`src/rtl/pi_int_pkg.sv`:
```
package pi_int_pkg;

  typedef enum logic [1:0] {
    STEP_HOLD = 2'd0,
    STEP_UP   = 2'd1,
    STEP_DOWN = 2'd2
  } step_e;

  // Conflicting or absent pulses both resolve to a hold.
  function automatic step_e decode_step(input logic up, input logic dn);
    if (up && !dn)      return STEP_UP;
    else if (dn && !up) return STEP_DOWN;
    else                return STEP_HOLD;
  endfunction

endpackage

```
`src/rtl/ref_edge_sync.sv`:
```
module ref_edge_sync #(
  parameter int STAGES = 2
) (
  input  logic clk,
  input  logic rst_n,
  input  logic ref_async,
  output logic strobe
);
  localparam int LAST = STAGES;

  // sh[0..STAGES-1] are the synchronizer flops, sh[STAGES] is the edge-detect history
  logic [LAST:0] sh;

  always_ff @(posedge clk or negedge rst_n) begin
    if (!rst_n) sh <= '0;
    else        sh <= {sh[LAST-1:0], ref_async};
  end

  assign strobe = sh[LAST-1] & ~sh[LAST];
endmodule

```
`src/rtl/sat_counter.sv`:
```
module sat_counter
  import pi_int_pkg::*;
#(
  parameter int                 WIDTH     = 8,
  parameter logic [WIDTH-1:0]   RESET_VAL = '0
) (
  input  logic             clk,
  input  logic             rst_n,
  input  logic             up,
  input  logic             dn,
  input  logic             load,
  input  logic [WIDTH-1:0] load_val,
  output logic [WIDTH-1:0] count,
  output logic [WIDTH-1:0] count_next
);
  localparam logic [WIDTH-1:0] TOP = '1;
  localparam logic [WIDTH-1:0] BOTTOM = '0;

  always_comb begin
    count_next = count;
    unique case (decode_step(up, dn))
      STEP_UP:   if (count != TOP)    count_next = count + 1'b1;
      STEP_DOWN: if (count != BOTTOM) count_next = count - 1'b1;
      default:   count_next = count;
    endcase
  end

  always_ff @(posedge clk or negedge rst_n) begin
    if (!rst_n)    count <= RESET_VAL;
    else if (load) count <= load_val;
    else           count <= count_next;
  end
endmodule

```
`src/rtl/pi_sat_integrator.sv`:
```
module pi_sat_integrator #(
  parameter int                    CW_WIDTH    = 8,
  parameter int                    SYNC_STAGES = 2,
  parameter logic [CW_WIDTH-1:0]   RESET_VAL   = {1'b1, {(CW_WIDTH-1){1'b0}}}
) (
  input  logic                clk_cnt,
  input  logic                rst_n,
  input  logic                ref_in,
  input  logic                up_p,
  input  logic                dn_p,
  input  logic                up_i,
  input  logic                dn_i,
  output logic [CW_WIDTH-1:0] ctrl_word
);
  logic                strobe;
  logic [CW_WIDTH-1:0] i_cnt, i_next;
  logic [CW_WIDTH-1:0] p_cnt, p_next;

  ref_edge_sync #(.STAGES(SYNC_STAGES)) u_sync (
    .clk      (clk_cnt),
    .rst_n    (rst_n),
    .ref_async(ref_in),
    .strobe   (strobe)
  );

  // Integral path: never reloaded, carries across reference periods
  sat_counter #(.WIDTH(CW_WIDTH), .RESET_VAL(RESET_VAL)) u_integ (
    .clk       (clk_cnt),
    .rst_n     (rst_n),
    .up        (up_i),
    .dn        (dn_i),
    .load      (1'b0),
    .load_val  (RESET_VAL),
    .count     (i_cnt),
    .count_next(i_next)
  );

  // Proportional path: reseeded from the integral's updated value on each strobe
  sat_counter #(.WIDTH(CW_WIDTH), .RESET_VAL(RESET_VAL)) u_prop (
    .clk       (clk_cnt),
    .rst_n     (rst_n),
    .up        (up_p),
    .dn        (dn_p),
    .load      (strobe),
    .load_val  (i_next),
    .count     (p_cnt),
    .count_next(p_next)
  );

  always_ff @(posedge clk_cnt or negedge rst_n) begin
    if (!rst_n)      ctrl_word <= RESET_VAL;
    else if (strobe) ctrl_word <= p_cnt;
  end
endmodule

```
`config.mk`:
```
export PLATFORM = sky130hd
export DESIGN_NAME = pi_sat_integrator
export DESIGN_NICKNAME = d
export VERILOG_FILES = /design/src/rtl/pi_int_pkg.sv /design/src/rtl/ref_edge_sync.sv /design/src/rtl/sat_counter.sv /design/src/rtl/pi_sat_integrator.sv
export SDC_FILE = /design/constraint.sdc
export NUM_CORES = 1
export LEC_CHECK = 0
export ABC_AREA = 1
export CAP_MARGIN = 10
export CORE_ASPECT_RATIO = 0.7
export CORE_MARGIN = 4
export CORE_UTILIZATION = 35
export CTS_CLUSTER_SIZE = 12
export DETAILED_ROUTE_END_ITERATION = 8
export PLACE_DENSITY = 0.62
export SYNTH_ARGS = -nofsm -noshare
export SYNTH_HDL_FRONTEND = slang
export SYNTH_SLANG_ARGS = --single-unit
```
`constraint.sdc`:
```
create_clock -name clk_cnt -period 2.2 [get_ports clk_cnt]
set_input_delay 0.33 -clock clk_cnt [delete_from_list [all_inputs] [get_ports clk_cnt]]
set_output_delay 0.33 -clock clk_cnt [all_outputs]
set_load 0.005 [all_outputs]
```
==> Flow_metrics.wiki <==
{| class="wikitable"
! Metric !! Value
|-
| Critical path data required time || 2370 ps
|-
| Number of filler cells placed in the layout || 548
|-
| Sequential share of the synthesized area || 0.335
|-
| Post-DRT Antenna Nets || 0
|-
| CTS clk-pin slew, worst paths || roughly 90 ps
|-
| Number of antenna violations at the first check in global routing || 0
|-
| Setup repair after global routing missed its margin || no
|-
| Cts bufs inserted || 3
|-
| Boundary Pins || 15
|-
| Finish-stage setup viols || 0
|-
| Worst Setup End Kind || flip-flop
|-
| Number of resized instances in the post-cts repair step || 0
|-
| Classification of the worst-slack hold path || flip-flop to flip-flop
|-
| Pin count of the biggest net entering global routing || 28
|-
| Count of yosys warnings during synthesis || 0
|-
| CTS Hold Buffers Added || 0
|-
| Antenna fix cells || 0
|-
| Detail-routed net length per standard cell || 12.2 um
|-
| Type of origin of the critical path || input port
|-
| Buffers added on ports || 14
|-
| Register area || 679 sq um
|-
| Instance count of the mapped netlist || between 200 and 300
|-
| Clock skew || approximately 1.4 ps
|-
| Length of the first detailed-routing pass in iterations || 4
|-
| DRC violations left || 0
|-
| Sinks on Clock Net || 27
|-
| Horizontal extent of the die || 99.0 um
|-
| Max-capacitance violation count || 0
|-
| Setup slack of the worst register-to-register path || between 400 and 500 ps
|-
| Nets in the synthesized netlist || 310
|-
| GRT overflow || 0
|-
| Via count of the first global-routing pass || 1595
|-
| Critical path fanouts, max || 6
|-
| Pleak || 1.14 nW
|-
| Footprint of the multi-input gates || 1160 sq um
|-
| Run status || complete, no violations
|-
| Cell Pwr Density || ~930 nW/um^2
|-
| Worst slew margin relative to its limit || 0.720
|-
| Endpoint arrival time on the critical path || between 2000 and 2500 ps
|-
| Count of cell types in the netlist || 28
|-
| Routability-driven placement congestion ratio || 0.908
|-
| Wire length of the first global-routing pass || 7.66 mm
|-
| Core Rows || 22
|-
| Final Cycle Share || 0.906
|-
| Detailed router's first-iteration violation count || 222
|-
| Post-synthesis sequential element count || 27
|-
| Via density per instance || between 4 and 5
|-
| Proportion of layout cells with a drive suffix above 1 || 0.0836
|-
| Highest attainable clock frequency || 502 MHz
|-
| Worst ir drop on vdd || 0.000262 V
|-
| Final slew viol count || 0
|-
| Crit path kind || input port to flip-flop
|-
| Placeable core region || 5420 sq um
|-
| WHS || ~370 ps
|-
| Final worst-path setup slack || 206 ps
|-
| Power after layout || 2.17 mW
|-
| Max clock buf depth || 2
|-
| Number of H-tree branching levels || 1
|-
| Dpl hpwl || about 3.7 mm
|-
| Highest-count cells in the layout ignoring fill and taps || 77 x nand2_1, 39 x inv_1, 38 x nand3_1
|-
| Via total after detailed routing || 1893
|-
| Final Hold Vio Count || 0
|-
| Post-CTS repair timing setup buffer count || 0
|-
| Utilization of the core after routing || 0.430
|-
| Die Ht || 71.7 um
|-
| Fin crit period || 1990 ps
|-
| CTS tree || yes
|-
| Area delta synth->final || 15.0%
|-
| Mean cell area of the mapped netlist || roughly 7 sq um
|-
| Post-synthesis cell area || ~2000 sq um
|-
| Clock latency at the later pin of the worst-skew pair || about 270 ps
|-
| Total routed wirelength || roughly 4.7 mm
|-
| Initial Util || 0.374
|-
| Clock root cell || clkbuf_8
|-
| Transition time of the tightest slew-check pin || 416 ps
|-
| Fin nets || 331
|-
| Placement-stage worst setup slack || -78.7 ps
|-
| Overall die area || 7100 sq um
|-
| Overall fraction of global-route tracks in use || 0.133
|-
| Commonest non-fill, non-tap cell in the layout || nand2_1
|}
## sequential cells by signal, indices dropped and copies added, names as in the netlist
signal,flops
u_integ.count,8
u_prop.count,8
u_sync.sh,3
ctrl_word,8
## synth_stat cells, drive strengths merged
cell / number / share of area
nand2: 78 / 0.15
inv: 41 / 0.076
nand3: 39 / 0.099
nor2: 33 / 0.072
dfrtp: 24 / 0.30
o21ai: 14 / 0.036
ha: 11 / 0.068
nand4: 10 / 0.031
a31oi: 6 / 0.019
nand3b: 6 / 0.022
a21oi: 5 / 0.012
buf: 5 / 0.015
xor2: 4 / 0.017
dfstp: 3 / 0.039
o211ai: 3 / 0.014
xnor2: 3 / 0.013
and2: 2 / 0.0062
o21a: 2 / 0.0074
clkbuf: 1 / 0.0018
fa: 1 / 0.0099
## kinds of logic after synthesis
| family | synth area share |
|---|---|
| and+or+nand+nor | 0.376 |
| AOI/OAI and AO/OA | 0.0882 |
| xor gates and xnor gates | 0.0302 |
| DFF | 0.335 |
| adders and majority gates | 0.0777 |
| buffers and inverters | 0.0932 |
## per-stage QoR
stage | area (sq um) | cells | TNS [ps]
after floorplan | 2030 | 291 | 0
after global placement | 2280 | 379 | -19.9
after detailed placement | 2280 | 379 | -175
after CTS | 2330 | 383 | 0
after global routing | 2330 | 383 | 0
final | 2330 | 383 | 0
## final timing paths
check	from	endpoint	cells after the start
worst max-delay path	up_p	u_prop.count[3]	11
worst min-delay path	u_sync.sh[0]	u_sync.sh[1]	0
worst max register to register	u_prop.count[1]	u_prop.count[4]	9
worst min register to register	u_sync.sh[0]	u_sync.sh[1]	0
max in group asynchronous	rst_n	u_prop.count[7]	2
min in group asynchronous	rst_n	u_sync.sh[0]	2
## critical path, cell delays in order
cell             delay (ps)
clkdlybuf4s50_1         450
inv_1                    40
nand2_1                 130
inv_1                   150
ha_1                    420
nand2_1                 100
nand3_1                 130
xor2_1                  160
nor2_1                   70
a21oi_1                 120
nand2_1                  60
## where the power goes
part	internal, mW	total [mW]	switching (mW)	leakage [nW]
clock	0.129	0.288	0.159	0.0217
combinational	0.466	1.04	0.575	0.796
sequential	0.659	0.843	0.185	0.326
total	1.25	2.17	0.919	1.14
## cell type report
| class | instances | area share |
|---|---|---|
| Clock buffer | 3 | 0.0177 |
| Clock inverter | 1 | 0.00322 |
| Inverter | 41 | 0.0660 |
| Multi-Input combinational cell | 217 | 0.497 |
| Sequential cell | 27 | 0.291 |
| Tap cell | 72 | 0.0386 |
| Timing Repair Buffer | 22 | 0.0858 |
## routing by layer
layer / GRT usage / vias to the layer above / wire, um
met5: 0 / - / 0
met4: 0.0227 / 0 / 30
met3: 0.0272 / 5 / 350
met2: 0.185 / 66 / 1840
met1: 0.209 / 831 / 2460
li1: - / 991 / -
Note: power is estimated with default switching activity, not from simulation.
